[src/rtl/flash_lock_pkg.sv]
package flash_lock_pkg;
  localparam int WL_BIT = 0;
  localparam int RL_BIT = 1;
  localparam int BOOT_BIT = 0;

  typedef struct packed {
    logic rlock;
    logic wlock;
  } lock_t;

  function automatic logic op_is_chip(input logic [1:0] op);
    return op[1];
  endfunction
endpackage

[src/rtl/lock_bank.sv]
module lock_bank
  import flash_lock_pkg::*;
#(
  parameter int NUM_BLK = 8,
  parameter int DW = 8,
  parameter int REG_AW = 4
) (
  input  logic               clk,
  input  logic               rst_n,
  input  logic               wr,
  input  logic [REG_AW-1:0]  addr,
  input  logic [DW-1:0]      wdata,
  output logic [NUM_BLK-1:0] wlock,
  output logic [NUM_BLK-1:0] rlock,
  output logic               boot_lock
);
  localparam int BOOT_ADDR = NUM_BLK + 1;

  lock_t regs [NUM_BLK];

  for (genvar g = 0; g < NUM_BLK; g++) begin : g_blk
    always_ff @(posedge clk or negedge rst_n) begin
      if (!rst_n) begin
        regs[g] <= '0;
      end else if (wr && addr == REG_AW'(g)) begin
        regs[g].wlock <= wdata[WL_BIT];
        regs[g].rlock <= wdata[RL_BIT];
      end
    end
    assign wlock[g] = regs[g].wlock;
    assign rlock[g] = regs[g].rlock;
  end

  always_ff @(posedge clk or negedge rst_n) begin
    if (!rst_n) boot_lock <= 1'b0;
    else if (wr && addr == REG_AW'(BOOT_ADDR) && wdata[BOOT_BIT]) boot_lock <= 1'b1;
  end

  logic unused_wdata;
  assign unused_wdata = ^wdata;

  AST_BOOT_STICKY: assert property (@(posedge clk) disable iff (!rst_n)
    boot_lock |=> boot_lock);
endmodule

[src/rtl/req_gate.sv]
module req_gate
  import flash_lock_pkg::*;
#(
  parameter int NUM_BLK = 8,
  parameter int ADDR_W = 19,
  parameter int BOOT_BLK = NUM_BLK - 1
) (
  input  logic               clk,
  input  logic               rst_n,
  input  logic               req_valid,
  output logic               req_ready,
  input  logic [1:0]         req_op,
  input  logic [ADDR_W-1:0]  req_addr,
  output logic               arr_valid,
  input  logic               arr_ready,
  output logic [1:0]         arr_op,
  output logic [ADDR_W-1:0]  arr_addr,
  output logic               arr_keep_boot,
  output logic               reject,
  input  logic [NUM_BLK-1:0] wlock,
  input  logic               boot_lock
);
  localparam int IDX_W = $clog2(NUM_BLK);

  logic [IDX_W-1:0] blk;
  logic             targeted;
  logic             blocked;

  assign blk      = req_addr[ADDR_W-1 -: IDX_W];
  assign targeted = !op_is_chip(req_op);
  assign blocked  = targeted &&
                    (wlock[blk] || (boot_lock && blk == IDX_W'(BOOT_BLK)));

  assign arr_valid     = req_valid && !blocked;
  assign req_ready     = blocked ? 1'b1 : arr_ready;
  assign arr_op        = req_op;
  assign arr_addr      = req_addr;
  assign arr_keep_boot = boot_lock;

  always_ff @(posedge clk or negedge rst_n) begin
    if (!rst_n) reject <= 1'b0;
    else        reject <= req_valid && blocked;
  end

  AST_LOCKED_NOT_SENT: assert property (@(posedge clk) disable iff (!rst_n)
    (arr_valid && !op_is_chip(arr_op)) |-> !wlock[arr_addr[ADDR_W-1 -: IDX_W]]);
  AST_BOOT_NOT_SENT: assert property (@(posedge clk) disable iff (!rst_n)
    (arr_valid && boot_lock && !op_is_chip(arr_op)) |->
      arr_addr[ADDR_W-1 -: IDX_W] != IDX_W'(BOOT_BLK));
  AST_REJECT_AFTER_DROP: assert property (@(posedge clk) disable iff (!rst_n)
    reject |-> $past(req_valid && !arr_valid));
  AST_CHIP_ALWAYS_SENT: assert property (@(posedge clk) disable iff (!rst_n)
    (req_valid && op_is_chip(req_op)) |-> arr_valid);
endmodule

[src/rtl/read_mask.sv]
module read_mask #(
  parameter int NUM_BLK = 8,
  parameter int ADDR_W = 19,
  parameter int DW = 8
) (
  input  logic               clk,
  input  logic               rst_n,
  input  logic               rd_in_valid,
  output logic               rd_in_ready,
  input  logic [ADDR_W-1:0]  rd_in_addr,
  input  logic [DW-1:0]      rd_in_data,
  output logic               rd_out_valid,
  input  logic               rd_out_ready,
  output logic [DW-1:0]      rd_out_data,
  input  logic [NUM_BLK-1:0] rlock
);
  localparam int IDX_W = $clog2(NUM_BLK);

  logic [IDX_W-1:0] blk;
  assign blk = rd_in_addr[ADDR_W-1 -: IDX_W];

  assign rd_out_valid = rd_in_valid;
  assign rd_in_ready  = rd_out_ready;
  assign rd_out_data  = rlock[blk] ? '0 : rd_in_data;

  logic unused_addr;
  assign unused_addr = ^rd_in_addr;

  AST_RLOCK_ZERO: assert property (@(posedge clk) disable iff (!rst_n)
    (rd_out_valid && rlock[blk]) |-> rd_out_data == '0);
  AST_UNLOCKED_PASS: assert property (@(posedge clk) disable iff (!rst_n)
    (rd_out_valid && !rlock[blk]) |-> rd_out_data == rd_in_data);
endmodule

[src/rtl/flash_lock_regs.sv]
module flash_lock_regs
  import flash_lock_pkg::*;
#(
  parameter int NUM_BLK = 8,
  parameter int BLK_AW = 16,
  parameter int DW = 8,
  parameter int GPI_W = 5,
  parameter int REG_AW = 4,
  parameter int BOOT_BLK = NUM_BLK - 1,
  localparam int ADDR_W = $clog2(NUM_BLK) + BLK_AW
) (
  input  logic              clk,
  input  logic              rst_n,
  input  logic              reg_wr,
  input  logic [REG_AW-1:0] reg_addr,
  input  logic [DW-1:0]     reg_wdata,
  output logic [DW-1:0]     reg_rdata,
  input  logic [GPI_W-1:0]  gpi_pins,
  input  logic              req_valid,
  output logic              req_ready,
  input  logic [1:0]        req_op,
  input  logic [ADDR_W-1:0] req_addr,
  output logic              arr_valid,
  input  logic              arr_ready,
  output logic [1:0]        arr_op,
  output logic [ADDR_W-1:0] arr_addr,
  output logic              arr_keep_boot,
  output logic              req_reject,
  input  logic              rd_in_valid,
  output logic              rd_in_ready,
  input  logic [ADDR_W-1:0] rd_in_addr,
  input  logic [DW-1:0]     rd_in_data,
  output logic              rd_out_valid,
  input  logic              rd_out_ready,
  output logic [DW-1:0]     rd_out_data
);
  localparam int GPI_ADDR  = NUM_BLK;
  localparam int BOOT_ADDR = NUM_BLK + 1;

  logic [NUM_BLK-1:0] wlock;
  logic [NUM_BLK-1:0] rlock;
  logic               boot_lock;

  lock_bank #(.NUM_BLK(NUM_BLK), .DW(DW), .REG_AW(REG_AW)) u_bank (
    .clk(clk), .rst_n(rst_n), .wr(reg_wr), .addr(reg_addr), .wdata(reg_wdata),
    .wlock(wlock), .rlock(rlock), .boot_lock(boot_lock)
  );

  req_gate #(.NUM_BLK(NUM_BLK), .ADDR_W(ADDR_W), .BOOT_BLK(BOOT_BLK)) u_gate (
    .clk(clk), .rst_n(rst_n), .req_valid(req_valid), .req_ready(req_ready),
    .req_op(req_op), .req_addr(req_addr), .arr_valid(arr_valid),
    .arr_ready(arr_ready), .arr_op(arr_op), .arr_addr(arr_addr),
    .arr_keep_boot(arr_keep_boot), .reject(req_reject), .wlock(wlock),
    .boot_lock(boot_lock)
  );

  read_mask #(.NUM_BLK(NUM_BLK), .ADDR_W(ADDR_W), .DW(DW)) u_mask (
    .clk(clk), .rst_n(rst_n), .rd_in_valid(rd_in_valid), .rd_in_ready(rd_in_ready),
    .rd_in_addr(rd_in_addr), .rd_in_data(rd_in_data), .rd_out_valid(rd_out_valid),
    .rd_out_ready(rd_out_ready), .rd_out_data(rd_out_data), .rlock(rlock)
  );

  always_comb begin
    reg_rdata = '0;
    if (int'(reg_addr) < NUM_BLK) begin
      reg_rdata[WL_BIT] = wlock[reg_addr[$clog2(NUM_BLK)-1:0]];
      reg_rdata[RL_BIT] = rlock[reg_addr[$clog2(NUM_BLK)-1:0]];
    end else if (reg_addr == REG_AW'(GPI_ADDR)) begin
      reg_rdata[GPI_W-1:0] = gpi_pins;
    end else if (reg_addr == REG_AW'(BOOT_ADDR)) begin
      reg_rdata[BOOT_BIT] = boot_lock;
    end
  end

  AST_GPI_LIVE: assert property (@(posedge clk) disable iff (!rst_n)
    (reg_addr == REG_AW'(GPI_ADDR)) |->
      (reg_rdata[GPI_W-1:0] == gpi_pins && reg_rdata[DW-1:GPI_W] == '0));
  AST_SPARE_ZERO: assert property (@(posedge clk) disable iff (!rst_n)
    (int'(reg_addr) > BOOT_ADDR) |-> reg_rdata == '0);
  AST_REQ_PASS: assert property (@(posedge clk) disable iff (!rst_n)
    arr_valid |-> (req_ready == arr_ready && arr_op == req_op && arr_addr == req_addr));
endmodule

[config.mk]
export PLATFORM = sky130hd
export DESIGN_NAME = flash_lock_regs
export DESIGN_NICKNAME = d
export VERILOG_FILES = /design/src/rtl/flash_lock_pkg.sv /design/src/rtl/lock_bank.sv /design/src/rtl/req_gate.sv /design/src/rtl/read_mask.sv /design/src/rtl/flash_lock_regs.sv
export SDC_FILE = /design/constraint.sdc
export NUM_CORES = 1
export LEC_CHECK = 0
export BUFFER_PORTS_ARGS = -buffer_cell sky130_fd_sc_hd__clkbuf_2
export CAP_MARGIN = 15
export CORE_MARGIN = 2
export CORE_UTILIZATION = 40
export CTS_BUF_LIST = sky130_fd_sc_hd__clkbuf_8
export CTS_CLUSTER_SIZE = 30
export DETAILED_ROUTE_END_ITERATION = 12
export PLACE_DENSITY = 0.82
export SLEW_MARGIN = 5
export SYNTH_ARGS = -nofsm -noshare
export SYNTH_HDL_FRONTEND = slang
export SYNTH_SLANG_ARGS = --single-unit
[constraint.sdc]
create_clock -name clk -period 3.35 [get_ports clk]
set_input_delay 0.67 -clock clk [delete_from_list [all_inputs] [get_ports clk]]
set_output_delay 0.67 -clock clk [all_outputs]
set_load 0.005 [all_outputs]
# Word level (Yosys, flattened, before mapping)
# Index checks and enable logic that the tools add are counted.
[word_totals] reg_bits=18 latchBits=0 ramBits=0 mem_bits_ro=0 input_bits=72 out_inout_bits=43 word_cells=65 mem_count=0
[op_classes] add_sub_neg=0 mul=0 n_div=0 n_lt_le_gt_ge=4 eq_ne=10 shift=0 mux=15 bitwise_logic=0 n_reduce_logical=18
[op_table] op="4-bit by 3-bit equality test with 1-bit output (second input constant)" n=4
[op_table] op="1-bit logical AND" n=14
[op_table] op="1-bit binary-select mux with 3-bit select" n=4
[op_table] op="3-bit by 4-bit < comparator with 1-bit output (second input constant)" n=3
[op_table] op="4-bit by 2-bit equality test with 1-bit output (second input constant)" n=2
[op_table] op="4-bit equality test (second input constant)" n=2
[op_table] op="8-bit two-way mux" n=1
[op_table] op="1-bit two-way mux" n=7
[op_table] op="4-bit by 1-bit equality test with 1-bit output (second input constant)" n=1
[op_table] op="4-bit logical NOT" n=1
[op_table] op="4-bit < comparator (second input constant)" n=1
[op_table] op="4-bit two-way mux" n=1
[op_table] op="3-bit equality test (second input constant)" n=1
[op_table] op="3-bit two-way mux" n=1
[op_table] op="1-bit logical NOT" n=2
[op_table] op="2-bit two-way mux" n=1
[op_table] op="1-bit logical OR" n=1

# Depth between registers and ports, before layout
[logic_depth] ltp_word=6 depth_mapped=5 mapped_depth_nobuf=3

# Hierarchy
# From an unflattened synthesis, not the netlist that was laid out.
[hier_totals] cells_unflattened=125 area_unflattened_um2=1361.3
[by_module_without_submodules] mod="lock_bank" instances=1 cells_each=47 area_each_um2=701.9 seq_area_each_um2=425.4
[by_module_without_submodules] mod="req_gate" instances=1 cells_each=35 area_each_um2=296.5 seq_area_each_um2=25.0
[by_module_without_submodules] mod="flash_lock_regs" instances=1 cells_each=27 area_each_um2=230.2 seq_area_each_um2=0.0
[by_module_without_submodules] mod="read_mask" instances=1 cells_each=16 area_each_um2=132.6 seq_area_each_um2=0.0

# Worst setup path before layout
# Ideal clock, no wire load.
[synth_timing] path_kind="input-to-output" start="input reg_addr[0]" end="output reg_rdata[1]" t_arrival_ns=1.658 required_time_ns=2.680 path_slack_ns=1.022 stages=4 n_path_buf=1 path_cell_list="buf_6 mux4_2 or2_0 a32o_1"
[synth_via] elab_chain_cells=3 elab_cells_between_ends=6 cone_classes="order compare: 1; eq/ne: 1; mux: 4"
[synth_lines] element="start, declared" line="flash_lock_regs.sv:15" rtl="input logic [REG_AW-1:0] reg_addr,"
[synth_lines] element="1-bit binary-select mux with 3-bit select / 4-bit equality test (equally long branches)" line="flash_lock_regs.sv:67, flash_lock_regs.sv:68"
[synth_lines] element="1-bit two-way mux (not written as such) / 4-bit two-way mux (equally long branches)" line="flash_lock_regs.sv:67, flash_lock_regs.sv:68"
[synth_lines] element="2-bit two-way mux *" line="flash_lock_regs.sv:65" rtl="if (int'(reg_addr) < NUM_BLK) begin"
[synth_lines] element="end, declared" line="flash_lock_regs.sv:17" rtl="output logic [DW-1:0] reg_rdata,"
# Mark *: on every way between the ends. The rest lies on a longest branch, timed or not. The select of a mux whose other input is x is not followed.

# Worst setup path after layout
# Same ends and word-level chain as after synthesis.

==> flow_metrics.py <==
metrics = {
    "cts": {
        "ctsHtreeMaxLevel": 1,
        "clk_path_buf_depth": 2,
        "worst_setup_hold_path_clk_slew_ps": 70,
        "holdBufCountCts": 0,
        "cts_inserted_buffers": 3,
        "cts_sinks": 18,
        "post_cts_resize_count": 0,
        "postCtsSetupRepairBufs": 0,
        "insertion_delay_ps": 250,
        "cts_tree": "done",
        "clk_root_buffer_cell": "clkbuf_8",
    },
    "cells_and_area": {
        "syn_to_final_growth_pct": 11.3,
        "layout-drive-gt1-share": 0.520,
        "final_common_cell": "clkbuf_2",
        "layoutNonFillerInstCount": 194,
        "antenna-diode-count": 0,
        "final_cell_mix": "clkbuf_2 (51), dfrtp_1 (18), mux2_2 (17)",
        "final_area_sq_um": 1490,
        "finalNetCount": 223,
    },
    "logic_synthesis": {
        "synth-seq-cells": 18,
        "post_synth_xor_area_fraction": 0,
        "synthFlopType": "dfrtp_1",
        "complex_gate_fraction_of_the_synthesized_area": 0.0609,
        "synth.yosys.seq_area_share": 0.337,
        "synth_enable_flop_cells": 0,
        "synth-async-reset-ratio": 1.00,
        "syn_area_per_cell_sq_um": 10.9,
        "synth_area_sq_um": 1340,
        "synth_simple_gate_area_frac": 0.150,
        "yosys_warnings": 0,
        "dominant_combinational_cell_family_by_area_after_synthesis": "multiplexers",
        "synthesis.instances": 123,
        "synth.mux.area_fraction": 0.278,
        "post_synthesis_cell_type_count": 32,
        "post_synth_fa_ha_maj_area_fraction": 0,
    },
    "sta": {
        "period_minus_slack_ps": 2730,
        "worst_pin_slew_ps": 518,
        "timing.hold.ws_ps": 355,
        "hold_violations": 0,
        "period_share": 0.815,
        "rsz0062_at_grt": "no",
        "fin_skew_ps": 0.727,
        "setup_tns_final_ps": 0,
        "setup_violations": 0,
        "drv_slew": 0,
        "max_freq_ghz": 0.366,
        "worst_slew_margin": 0.654,
    },
    "pwr": {
        "net_switching_power_uw": 184,
        "power-per-cell-area_nw_per_um2": 455,
        "share_seq_of_total_power": 0.446,
        "power_switching_share": 0.272,
        "clock_power_frac": 0.257,
        "p_comb_frac": 0.297,
        "total_power_uw": 677,
        "ir_drop_v": 0.000280,
        "internal_power_uw": 493,
        "p_leak_uw": 0.000721,
    },
    "place": {
        "place.gp.congestion": 0.738,
        "port_buffers": 51,
        "post-dp-hpwl_um": 2070,
        "numPlacedInstances": 190,
        "cell_area_after_placement_sq_um": 1430,
    },
    "die": {
        "die_y_um": 61.8,
        "die_width_um": 61.8,
        "floorplan.io_pins": 115,
        "placeableCoreArea_sq_um": 3130,
        "std_cell_rows": 20,
        "initial_core_util": 0.427,
        "fp.dieArea_sq_um": 3820,
    },
    "setup_path": {
        "timing.critical_path.required_ps": 2680,
        "cp.arrival_ps": 2060,
        "worst_path_most_repeated_cell": "clkbuf_2",
        "max_stage_delay_ps": 560,
        "cp_max_fo": 15,
        "worst_setup_path_type": "primary input to output port",
        "timing.critical_path.to_type": "output port",
        "critical_path.top_delay_family": "multiplexers",
        "crit_path_top_delay_cell": "mux4_2",
        "regToRegStartpoint": "u_bank.wlock[2]",
        "start_kind": "primary input",
        "crit_path_start": "reg_addr[0]",
        "crit_chain": "clkbuf_2, mux4_2, or2_0, a32o_1, clkbuf_2",
        "crit_buf_inv": 2,
    },
    "job": {
        "drv.max_cap_violation_count": 0,
    },
    "route": {
        "post_drt_via_cell_ratio": 5.10,
        "firstDrtPassIters": 4,
        "dr_total_vias": 990,
        "ant_nets": 0,
        "detail_route.iter0.violations": 26,
        "wl_per_cell_um": 13.3,
        "remaining_drc_errors": 0,
        "drt-total-wl_um": 2590,
    },
    "grt": {
        "grt_antenna_before_repair": 0,
        "gr-usage-all-layers": 0.140,
        "pin_count_of_the_biggest_net_entering_global_routing": 19,
        "first_global_vias": 866,
        "grt_overflow_total": 0,
        "grt_first_pass_wirelength_um": 3950,
    },
    "hold_path": {
        "timing.hold.worst.class": "primary input to async pin",
    },
    "outcome": {
        "run_status": "completed",
    },
}
-- power by group through the flow --
stage	registers, uW	logic, uW	clock network (uW)
3_5_place_dp	306	204	0
6_report	302	201	174
3_3_place_gp	303	200	0
2_1_floorplan	294	160	0
4_1_cts	302	204	179
5_1_grt	308	228	186
-- cells in the mapped netlist (2+ instances only) --
library cell / n / area, sq um
and2_1: 11 / 68.8
buf_2: 3 / 15.0
buf_4: 26 / 195
dfrtp_1: 18 / 450
inv_1: 2 / 7.51
mux2_2: 17 / 191
mux2i_1: 5 / 50.1
mux4_2: 4 / 90.1
nand2_1: 4 / 15.0
nand3b_1: 2 / 15.0
nor2_1: 4 / 15.0
nor2b_1: 3 / 18.8
nor3b_1: 5 / 37.5
-- final cells by class --
cell class	instances	area, sq um
Fill cell	307	1640
Timing Repair Buffer	51	255
Clock buffer	4	55.1
Multi-Input combinational cell	75	664
Tap cell	44	55.1
Inverter	2	7.51
Sequential cell	18	450
-- path summary, 6_finish.rpt --
path	end	slack, ps	cells past startpoint
setup reg to reg	u_gate.reject	2250	3
max in group asynchronous	u_bank.rlock[5]	2680	1
setup / recovery	reg_rdata[1]	620	5
min in group clk	u_bank.rlock[0]	540	1
hold / removal	u_bank.rlock[0]	350	1
hold reg to reg	u_bank.rlock[0]	540	1
-- cells by family after synthesis --
| group | count (synthesis) |
|---|---|
| flops | 18 |
| simple gates | 34 |
| buf+inv | 32 |
| compound gates | 10 |
| mux | 28 |
| other cells | 1 |
-- metrics by stage --
| stage | setup slack [ps] | util |
|---|---|---|
| 6_report | 621 | 0.476 |
| 5_1_grt | 544 | 0.476 |
| 4_1_cts | 633 | 0.476 |
| 3_5_place_dp | 634 | 0.458 |
| 3_3_place_gp | 643 | 0.458 |
| 2_1_floorplan | 1020 | - |
-- routing by layer --
metal  part of all wire  track usage
met5                  0            0
met4              0.013       0.0578
met3              0.062       0.0228
met2               0.49        0.218
met1               0.43        0.193
-- registers in the layout, indices dropped and copies added (netlist names) --
signal and flops:
u_bank.wlock 8, u_bank.boot_lock 1, u_gate.reject 1, u_bank.rlock 8
Power figures use the tool's default switching activity.
